<file path="src/rtl/scsi_regs_pkg.sv">
package scsi_regs_pkg;

  // register addresses
  localparam int A_TC0   = 0;
  localparam int A_TC1   = 1;
  localparam int A_TC2   = 2;
  localparam int A_CMD   = 3;
  localparam int A_STAT  = 4;
  localparam int A_INTR  = 5;
  localparam int A_SEQ   = 6;
  localparam int A_FLAGS = 7;
  localparam int A_CFG1  = 8;
  localparam int A_CFG2  = 9;
  localparam int A_CFG3  = 10;

  localparam int TC_BYTES  = 3;
  localparam int CFG_REGS  = 3;

  // status bits
  localparam int ST_TC_BIT  = 4;
  localparam int ST_INT_BIT = 7;

  // interrupt causes
  localparam logic [7:0] IC_FUNC_DONE = 8'h08;
  localparam logic [7:0] IC_DISCON    = 8'h20;
  localparam logic [7:0] IC_BUS_RST   = 8'h80;

  localparam logic [7:0] SEQ_DONE     = 8'h04;
  localparam logic [7:0] CFG1_RESET   = 8'h07;
  localparam int         CFG1_NOREP_BIT = 6;

  // opcodes, low 7 bits of the command byte
  localparam logic [6:0] OP_NOP      = 7'h00;
  localparam logic [6:0] OP_FLUSH    = 7'h01;
  localparam logic [6:0] OP_CHIP_RST = 7'h02;
  localparam logic [6:0] OP_BUS_RST  = 7'h03;
  localparam logic [6:0] OP_MSG_ACC  = 7'h12;
  localparam logic [6:0] OP_PAD      = 7'h18;
  localparam logic [6:0] OP_SEL      = 7'h41;
  localparam logic [6:0] OP_SEL_ATN  = 7'h42;
  localparam logic [6:0] OP_SEL_STOP = 7'h43;
  localparam logic [6:0] OP_EN_SEL   = 7'h44;
  localparam logic [6:0] OP_DIS_SEL  = 7'h45;

  typedef struct packed {
    logic       reload;
    logic       flush;
    logic       chip_rst;
    logic       bus_rst;
    logic       msg_acc;
    logic       pad;
    logic       en_sel;
    logic       dis_sel;
    logic       sel;
    logic [1:0] sel_mode;
  } cmd_act_t;

endpackage

</file>
<file path="src/rtl/scsi_cmd_decode.sv">
module scsi_cmd_decode
  import scsi_regs_pkg::*;
(
  input  logic [7:0] cmd,
  output cmd_act_t   act
);
  logic [6:0] op;
  assign op = cmd[6:0];

  always_comb begin
    act = '0;
    act.reload = cmd[7];
    unique case (op)
      OP_FLUSH:    act.flush    = 1'b1;
      OP_CHIP_RST: act.chip_rst = 1'b1;
      OP_BUS_RST:  act.bus_rst  = 1'b1;
      OP_MSG_ACC:  act.msg_acc  = 1'b1;
      OP_PAD:      act.pad      = 1'b1;
      OP_EN_SEL:   act.en_sel   = 1'b1;
      OP_DIS_SEL:  act.dis_sel  = 1'b1;
      OP_SEL, OP_SEL_ATN, OP_SEL_STOP: begin
        act.sel      = 1'b1;
        act.sel_mode = op[1:0];
      end
      default: ;
    endcase
  end
endmodule

</file>
<file path="src/rtl/scsi_xfer_count.sv">
module scsi_xfer_count #(
  parameter int         N_BYTES = 3,
  parameter logic [7:0] CHIP_ID = 8'hA2,
  localparam int        IDX_W   = $clog2(N_BYTES)
) (
  input  logic             clk,
  input  logic             clr,
  input  logic             wr_en,
  input  logic [IDX_W-1:0] wr_idx,
  input  logic [7:0]       wdata,
  input  logic             reload,
  input  logic [IDX_W-1:0] rd_idx,
  output logic [7:0]       rd_byte
);
  logic [7:0] host_q [N_BYTES];
  logic [7:0] live_q [N_BYTES];
  logic       top_written_q;

  for (genvar i = 0; i < N_BYTES; i++) begin : g_byte
    always_ff @(posedge clk) begin
      if (clr) begin
        host_q[i] <= '0;
        live_q[i] <= '0;
      end else begin
        if (wr_en && wr_idx == IDX_W'(i)) host_q[i] <= wdata;
        if (reload) live_q[i] <= host_q[i];
      end
    end
  end

  always_ff @(posedge clk) begin
    if (clr) top_written_q <= 1'b0;
    else if (wr_en && wr_idx == IDX_W'(N_BYTES - 1)) top_written_q <= 1'b1;
  end

  always_comb begin
    rd_byte = '0;
    for (int i = 0; i < N_BYTES; i++)
      if (rd_idx == IDX_W'(i)) rd_byte = live_q[i];
    if (rd_idx == IDX_W'(N_BYTES - 1) && !top_written_q) rd_byte = CHIP_ID;
  end
endmodule

</file>
<file path="src/rtl/scsi_irq_regs.sv">
module scsi_irq_regs
  import scsi_regs_pkg::*;
#(
  parameter int         ADDR_W  = 4,
  parameter logic [7:0] CHIP_ID = 8'hA2
) (
  input  logic              clk,
  input  logic              rst,
  input  logic              host_wr,
  input  logic              host_rd,
  input  logic [ADDR_W-1:0] host_addr,
  input  logic [7:0]        host_wdata,
  output logic [7:0]        host_rdata,
  output logic              irq,
  output logic              sel_go,
  output logic [1:0]        sel_mode
);
  localparam int TC_IDX_W = $clog2(TC_BYTES);
  localparam logic [ADDR_W-1:0] AD_CMD   = ADDR_W'(A_CMD);
  localparam logic [ADDR_W-1:0] AD_STAT  = ADDR_W'(A_STAT);
  localparam logic [ADDR_W-1:0] AD_INTR  = ADDR_W'(A_INTR);
  localparam logic [ADDR_W-1:0] AD_SEQ   = ADDR_W'(A_SEQ);
  localparam logic [ADDR_W-1:0] AD_FLAGS = ADDR_W'(A_FLAGS);
  localparam logic [ADDR_W-1:0] AD_CFG1  = ADDR_W'(A_CFG1);

  logic [7:0] status_q, intr_q, seq_q, flags_q, cmd_q;
  logic [7:0] cfg_q [CFG_REGS];
  logic [7:0] rdata_q, rd_mux, tc_byte;
  logic       sel_go_q;
  logic [1:0] sel_mode_q;
  cmd_act_t   act;

  logic cmd_wr, tc_sel, tc_wr, cfg_sel, do_chip_rst, clr, intr_rd;
  logic [ADDR_W-1:0] cfg_off;

  assign cmd_wr      = host_wr && host_addr == AD_CMD;
  assign tc_sel      = host_addr < ADDR_W'(TC_BYTES);
  assign tc_wr       = host_wr && tc_sel;
  assign cfg_off     = host_addr - AD_CFG1;
  assign cfg_sel     = host_addr >= AD_CFG1 && cfg_off < ADDR_W'(CFG_REGS);
  assign do_chip_rst = cmd_wr && act.chip_rst;
  assign clr         = rst || do_chip_rst;
  assign intr_rd     = host_rd && !host_wr && host_addr == AD_INTR;

  scsi_cmd_decode u_dec (
    .cmd (host_wdata),
    .act (act)
  );

  scsi_xfer_count #(.N_BYTES(TC_BYTES), .CHIP_ID(CHIP_ID)) u_tc (
    .clk     (clk),
    .clr     (clr),
    .wr_en   (tc_wr),
    .wr_idx  (TC_IDX_W'(host_addr)),
    .wdata   (host_wdata),
    .reload  (cmd_wr && act.reload),
    .rd_idx  (TC_IDX_W'(host_addr)),
    .rd_byte (tc_byte)
  );

  always_ff @(posedge clk) begin
    if (clr) begin
      status_q <= '0;
      intr_q   <= '0;
      seq_q    <= '0;
      flags_q  <= '0;
      cmd_q    <= '0;
    end else if (cmd_wr) begin
      cmd_q <= host_wdata;
      if (act.flush) begin
        intr_q  <= IC_FUNC_DONE;
        seq_q   <= '0;
        flags_q <= '0;
      end
      if (act.bus_rst) begin
        intr_q <= IC_BUS_RST;
        if (!cfg_q[0][CFG1_NOREP_BIT]) status_q[ST_INT_BIT] <= 1'b1;
      end
      if (act.msg_acc) begin
        intr_q  <= IC_DISCON;
        seq_q   <= '0;
        flags_q <= '0;
        status_q[ST_INT_BIT] <= 1'b1;
      end
      if (act.pad) begin
        status_q <= '0;
        status_q[ST_TC_BIT]  <= 1'b1;
        status_q[ST_INT_BIT] <= status_q[ST_INT_BIT];
        intr_q   <= IC_FUNC_DONE;
        seq_q    <= '0;
      end
      if (act.en_sel) intr_q <= '0;
      if (act.dis_sel) begin
        intr_q <= '0;
        status_q[ST_INT_BIT] <= 1'b1;
      end
    end else if (tc_wr) begin
      status_q[ST_TC_BIT] <= 1'b0;
    end else if (intr_rd) begin
      intr_q <= '0;
      seq_q  <= SEQ_DONE;
      status_q[ST_TC_BIT]  <= 1'b0;
      status_q[ST_INT_BIT] <= 1'b0;
    end
  end

  for (genvar i = 0; i < CFG_REGS; i++) begin : g_cfg
    always_ff @(posedge clk) begin
      if (clr) cfg_q[i] <= (i == 0) ? CFG1_RESET : 8'h00;
      else if (host_wr && cfg_sel && cfg_off == ADDR_W'(i)) cfg_q[i] <= host_wdata;
    end
  end

  always_comb begin
    rd_mux = '0;
    if (tc_sel) rd_mux = tc_byte;
    else if (cfg_sel) begin
      for (int i = 0; i < CFG_REGS; i++)
        if (cfg_off == ADDR_W'(i)) rd_mux = cfg_q[i];
    end else begin
      case (host_addr)
        AD_CMD:   rd_mux = cmd_q;
        AD_STAT:  rd_mux = status_q;
        AD_INTR:  rd_mux = intr_q;
        AD_SEQ:   rd_mux = seq_q;
        AD_FLAGS: rd_mux = flags_q;
        default:  rd_mux = '0;
      endcase
    end
  end

  always_ff @(posedge clk) begin
    if (rst) begin
      rdata_q    <= '0;
      sel_go_q   <= 1'b0;
      sel_mode_q <= '0;
    end else begin
      if (host_rd && !host_wr) rdata_q <= rd_mux;
      sel_go_q   <= cmd_wr && act.sel;
      sel_mode_q <= (cmd_wr && act.sel) ? act.sel_mode : 2'd0;
    end
  end

  assign host_rdata = rdata_q;
  assign irq        = status_q[ST_INT_BIT];
  assign sel_go     = sel_go_q;
  assign sel_mode   = sel_mode_q;
endmodule

</file>
<file path="config.mk">
export PLATFORM = sky130hd
export DESIGN_NAME = scsi_irq_regs
export DESIGN_NICKNAME = d
export VERILOG_FILES = /design/src/rtl/scsi_regs_pkg.sv /design/src/rtl/scsi_cmd_decode.sv /design/src/rtl/scsi_xfer_count.sv /design/src/rtl/scsi_irq_regs.sv
export SDC_FILE = /design/constraint.sdc
export NUM_CORES = 1
export LEC_CHECK = 0
export BUFFER_PORTS_ARGS = -buffer_cell sky130_fd_sc_hd__buf_2
export CAP_MARGIN = 20
export CELL_PAD_IN_SITES_DETAIL_PLACEMENT = 0
export CELL_PAD_IN_SITES_GLOBAL_PLACEMENT = 1
export CORE_ASPECT_RATIO = 0.8
export CORE_MARGIN = 1.5
export CORE_UTILIZATION = 35
export CTS_CLUSTER_SIZE = 10
export DETAILED_ROUTE_END_ITERATION = 8
export HOLD_SLACK_MARGIN = 0.15
export PLACE_DENSITY_LB_ADDON = 0.1
export SYNTH_ARGS = -nofsm -noshare
export SYNTH_HDL_FRONTEND = slang
export SYNTH_SLANG_ARGS = --single-unit
</file>
<file path="constraint.sdc">
create_clock -name clk -period 2.8 [get_ports clk]
set_clock_uncertainty 0.2 [all_clocks]
set_input_delay 0.56 -clock clk [delete_from_list [all_inputs] [get_ports clk]]
set_output_delay 0.56 -clock clk [all_outputs]
set_load 0.03 [all_outputs]
</file>
==> reports/qor.txt, run 1 <==
Cell Pwr Density - 586 nW/µm²
Die area - 13600 µm²
HP Start - seq_q[2]
First-pass GRT wire length - 18.8 mm
Register area share after synthesis - 59.2%
VDD IR max - 0.317 mV
Net Sw Power - 0.782 mW
Crit. End Element - flip-flop
CP required - 2.89 ns
GRT Util Overall - 19.4%
Hold depth - 2
Port bufs - 27
Syn Nets - 419
WL per Instance - 19.9 µm
Max_cap viols - 0
Post-synth EDFFs - 72
Cell Area, Synth - 4530 µm²
CP Data Arrival Time - 2.27 ns
Core Region - 12400 µm²
Async SR Flop Fraction - 0%
Worst-skew pair later-pin latency - 0.36 ns
Final hold slack - 0.265 ns
Multi-input gate area - 1700 µm²
H-tree lvl count - 3
Status - complete, no violations
Die Wd - 130 µm
Cells after synthesis - 403
Commonest cells after routing, fill and taps aside - edfxtp_1 (72), and2_1 (65), nand2_1 (43)
Final Hold Vio Count - 0
Critical R2R Launch - cfg_q[0][6]
Clk sinks - 98
Drt first-iter violations - 201
Vias in the first global route - 3034
Crit path from - host_addr[2]
Worst slew margin relative to its limit - 47.5%
Clock Power Share - 39.0%
Synth top area share - 47.7%
Worst slew pin tran - 0.779 ns
YS warnings - 0
Combinational fraction of design power - 8.4%
Fin Setup TNS - 0 ns
Post-CTS Setup Inserts - 0
Root Buffer Master - clkbuf_16
Most common cell after layout, fill and taps aside - edfxtp_1
Filler cells - 1192
TritonRoute pass-1 iters - 4
Antenna viol nets, final - 0
Total Nets Final - 463
Final setup fails - 0
Hold Path Class - reg -> reg
Antenna Cells - 0
Rows - 36
Switching Fraction - 25.2%
R2R cell count - 4
Leading area contributor after synthesis - edfxtp_1
Via count - 3127
CP Max Fanout - 14
GR Overflow Total - 0
Crit Path Class - in -> reg
Number of buffers created by CTS - 9
Drt drc - 0
Reg power frac - 52.6%
Period utilisation layout - 77.9%
Largest net degree at the start of global routing - 25
RSZ-0062 raised after global routing - false
Starting Density - 36.6%
WL final - 12.4 mm
I/O pin cnt - 28
Die Span Y - 105 µm
P_leak - 1.95 nW
Synth Flop Type - edfxtp_1
Via-per-instance ratio - 5.02
F_max - 459 MHz
Distinct cells, synth - 52
Post-cts hold buffer count - 0
Setup crit start kind - primary input
Post-route minimum period - 2.18 ns
Max-slew violation count - 0
Layout Area Growth over Synthesis - 16.8%
Gpl congestion - 0.775
Resize count post-CTS - 0
Area occupied by registers - 2680 µm²
Synth area leaders - edfxtp_1 (48%), dfxtp_1 (11%), and2_1 (9.0%)
Initial antenna violation count - 0
Clock tree buffer depth - 2
Layout cells sized above 1 - 18.4%
DP HPWL - 8.77 mm
Int Pwr - 2.32 mW
Mean area per synthesized cell - 11.2 µm²
Worst-path clk slew - 0.07 ns
Yosys reg bits - 98
TritonCTS clock tree - built
[state kept, by name (all words and copies together), names as in the netlist, 2 cells and up]
| signal | cells |
|---|---|
| cfg_q | 24 |
| cmd_q | 8 |
| host_rdata | 8 |
| intr_q | 3 |
| sel_mode | 2 |
| status_q | 2 |
| u_tc.host_q | 24 |
| u_tc.live_q | 24 |
[cells in the mapped netlist, drive strengths merged (3+ instances only)]
cell	number
nand2	44
and2	65
a41oi	5
clkbuf	15
nor2	19
nor4	5
nand2b	9
or3	3
nor3	6
nand3	6
nor2b	5
and3b	3
o31ai	4
a22oi	5
o21ai	26
a21oi	20
mux2i	14
a31o	3
dfxtp	26
buf	9
edfxtp	72
inv	6
[kinds of logic after synthesis]
logic type	Yosys count	synth area share [%]
flip-flops	98	59.2
AO/OA/AOI/OAI	84	12.5
XOR/XNOR	1	0.193
AND/OR/NAND/NOR	174	21.3
buffers and inverters	30	3.23
multiplexers	16	3.59
[path summary, 6_finish.rpt]
path,to,slack [ns]
worst min register to register,seq_q[2],0.27
worst max-delay path,intr_q[7],0.62
worst max register to register,host_rdata[6],1.21
worst min-delay path,seq_q[2],0.27
[final cells by class]
class | instances | area share, %
Multi-Input combinational cell | 275 | 32.1
Clock inverter | 7 | 1.14
Tap cell | 171 | 4.04
Timing Repair Buffer | 57 | 7.28
Inverter | 6 | 0.426
Clock buffer | 9 | 4.26
Sequential cell | 98 | 50.7
[worst max-delay path, stage by stage]
cell      delay, ns
buf_2          0.24
and3b_1        0.26
o21ai_0        0.64
a31o_2         0.28
o211ai_1       0.11
a21oi_1        0.18
[per-stage QoR]
| step | area (µm²) | utilization (%) | setup slack, ns | power, mW | std cells |
|---|---|---|---|---|---|
| 2_1_floorplan | 4530 | - | 0.151 | 1.81 | 403 |
| 3_3_place_gp | 5000 | 40.4 | 0.274 | 1.93 | 607 |
| 3_5_place_dp | 5000 | 40.4 | 0.244 | 1.93 | 607 |
| 4_1_cts | 5290 | 42.7 | 0.622 | 3.14 | 623 |
| 5_1_grt | 5290 | 42.7 | 0.466 | 3.23 | 623 |
| 6_report | 5290 | 42.7 | 0.620 | 3.10 | 623 |
[power groups by stage]
| stage | Combinational, mW | Sequential [mW] | Clock [mW] |
|---|---|---|---|
| global placement | 0.262 | 1.66 | 0 |
| floorplan | 0.135 | 1.67 | 0 |
| global route | 0.285 | 1.64 | 1.31 |
| CTS | 0.264 | 1.63 | 1.24 |
| detailed placement | 0.262 | 1.66 | 0 |
| finish | 0.261 | 1.63 | 1.21 |
[per-layer routing]
layer | vias to the layer above | wire length [µm] | global-route usage (%) | share of wire (%)
li1 | 1546 | - | - | -
met1 | 1497 | 6300 | 30.2 | 51
met2 | 70 | 5170 | 26.5 | 42
met3 | 14 | 754 | 4.76 | 6.1
met4 | 0 | 137 | 4.76 | 1.1
met5 | - | 0 | 0 | 0
No activity file was read; power rests on OpenSTA's default activity.
==> run 2, diff against run 1 <==
==> constraint.sdc (replaced) <==
create_clock -name clk -period 1.9 [get_ports clk]
set_clock_uncertainty 0.2 [all_clocks]
set_input_delay 0.38 -clock clk [delete_from_list [all_inputs] [get_ports clk]]
set_output_delay 0.38 -clock clk [all_outputs]
set_load 0.03 [all_outputs]
==> reports/qor.txt, run 2 (same netlist as run 1, synthesis figures left out) <==
Period utilisation layout - 96.2%
Hold depth - 2 (unchanged)
Max_cap viols - 0 (unchanged)
Via count - 3393 (+8.5%)
Antenna viol nets, final - 0 (unchanged)
Top Registers - cfg_q (24), u_tc.host_q (24), u_tc.live_q (24)
WL per Instance - 19.1 µm (-4.0%)
Multi-input gate area - 1790 µm² (+5.2%)
Combinational fraction of design power - 10.5% (+2.1 points)
H-tree lvl count - 3 (unchanged)
Max-slew violation count - 0 (unchanged)
First-pass GRT wire length - 19.3 mm (+2.8%)
Die area - 13600 µm² (unchanged)
Reg power frac - 51.1% (-1.5 points)
Status - complete, no violations
Crit. End Element - flip-flop
Core Region - 12400 µm² (unchanged)
Hold Path Class - reg -> reg
GR Overflow Total - 0 (unchanged)
Post-cts hold buffer count - 0 (unchanged)
Post-route minimum period - 1.83 ns
Fin Setup TNS - 0 ns (unchanged)
Crit Path Class - in -> reg
Post-CTS Setup Inserts - 0 (unchanged)
CP required - 1.90 ns (-0.99 ns)
CP Data Arrival Time - 1.83 ns (-0.44 ns)
Dpl cells - 659 (+8.6%)
F_max - 547 MHz
Final setup fails - 0 (unchanged)
Worst slew margin relative to its limit - 50.4% (+2.9 points)
P_leak - 2.24 nW (+15%)
Total Nets Final - 515 (+11%)
Largest net degree at the start of global routing - 25 (unchanged)
I/O pin cnt - 28 (unchanged)
TritonRoute pass-1 iters - 5 (+1)
Root Buffer Master - clkbuf_16
Layout cells sized above 1 - 29.2% (+11 points)
Switching Fraction - 23.8% (-1.4 points)
Filler cells - 1169 (-1.9%)
Most common cell after layout, fill and taps aside - buf_4
DP HPWL - 9.85 mm (+12%)
Worst-skew pair later-pin latency - 0.35 ns (about the same)
RSZ-0062 raised after global routing - false
Final Hold Vio Count - 0 (unchanged)
Antenna Cells - 0 (unchanged)
Vias in the first global route - 3217 (+6.0%)
Port bufs - 27 (unchanged)
Clk sinks - 98 (unchanged)
Commonest cells after routing, fill and taps aside - buf_4 (74), edfxtp_1 (72), and2_1 (64)
CP Max Fanout - 24 (+10)
Initial antenna violation count - 0 (unchanged)
Int Pwr - 3.60 mW (+55%)
Clock Power Share - 38.4% (-0.6 points)
Net Sw Power - 1.12 mW (+44%)
Area occupied by registers - 2680 µm² (unchanged)
Number of buffers created by CTS - 9 (unchanged)
Overall Power - 4.72 mW (+52%)
Clock tree buffer depth - 2 (unchanged)
Gpl congestion - 0.847 (+9.3%)
VDD IR max - 0.593 mV (+87%)
Worst slew pin tran - 0.738 ns (-0.0415 ns)
WL final - 12.9 mm (+4.0%)
Cell Pwr Density - 807 nW/µm² (+38%)
GRT Util Overall - 20.1% (+0.72 points)
Worst-path clk slew - 0.06 ns (about the same)
Resize count post-CTS - 0 (unchanged)
Rows - 36 (unchanged)
Drt drc - 0 (unchanged)
Die Span Y - 105 µm (unchanged)
Final std cells w/o fill - 675 (+8.3%)
Util after Layout - 47.2% (+4.5 points)
TritonCTS clock tree - built
Die Wd - 130 µm (unchanged)
Final hold slack - 0.263 ns (-0.00269 ns)
Starting Density - 36.6% (unchanged)
Via-per-instance ratio - 5.03 (+0.15%)
Setup crit start kind - primary input
Layout Area Growth over Synthesis - 29.1%
R2R cell count - 4 (unchanged)
Drt first-iter violations - 363 (+81%)
==> run 2: changes by cell type in the layout (fill, tap and decap cells not counted), moves of 3 or more <==
cell      delta
buf_4       +46
buf_12       +6
inv_6        -5
clkinv_2     +4
o21ai_0      -4
o21ai_2      +3
==> run 2: power groups by stage <==
stage               Clock, mW  Sequential, mW  Combinational, mW
CTS                      1.83            2.41              0.497
detailed placement          0            2.46              0.495
global placement            0            2.45              0.495
finish                   1.81            2.41              0.497
global route             1.92            2.42              0.534
floorplan                   0            2.46              0.224
==> run 2: area by class of cell <==
cell class	count	area share (%)
inverter	6	0.385
sequential	98	45.9
tap	171	3.66
multi-input combinational	275	30.6
clock inverter	6	0.985
clock buffer	10	3.92
timing repair buffer	109	14.6
==> run 2: critical path, cell delays in order <==
cell,delay [ns]
buf_2,0.11
buf_12,0.16
and4bb_2,0.26
and2_4,0.16
nand2_4,0.05
a311oi_4,0.33
buf_12,0.20
and2_1,0.18
==> run 2: final timing paths <==
| kind | startpoint | to | slack [ns] |
|---|---|---|---|
| max reg2reg | cfg_q[1][7] | host_rdata[7] | 0.30 |
| min reg2reg | host_rdata[5] | host_rdata[5] | 0.26 |
| min | host_rdata[5] | host_rdata[5] | 0.26 |
| max | host_addr[0] | u_tc.live_q[1][0] | 0.07 |
==> run 2: through the flow <==
step,setup WS [ns],area (µm²)
after floorplan,-0.133,4660
after global placement,-0.301,5560
after detailed placement,-0.276,5560
after CTS,0.0834,5850
after global routing,0.0321,5850
final,0.0720,5850
==> run 2: metal layers <==
metal  global-route usage [%]  vias up  share of wire, %
met5                        0        -                 0
met4                     5.24        0               1.0
met2                     26.6      100                40
met3                     4.81       10               5.7
li1                         -     1651                 -
met1                     32.1     1632                53
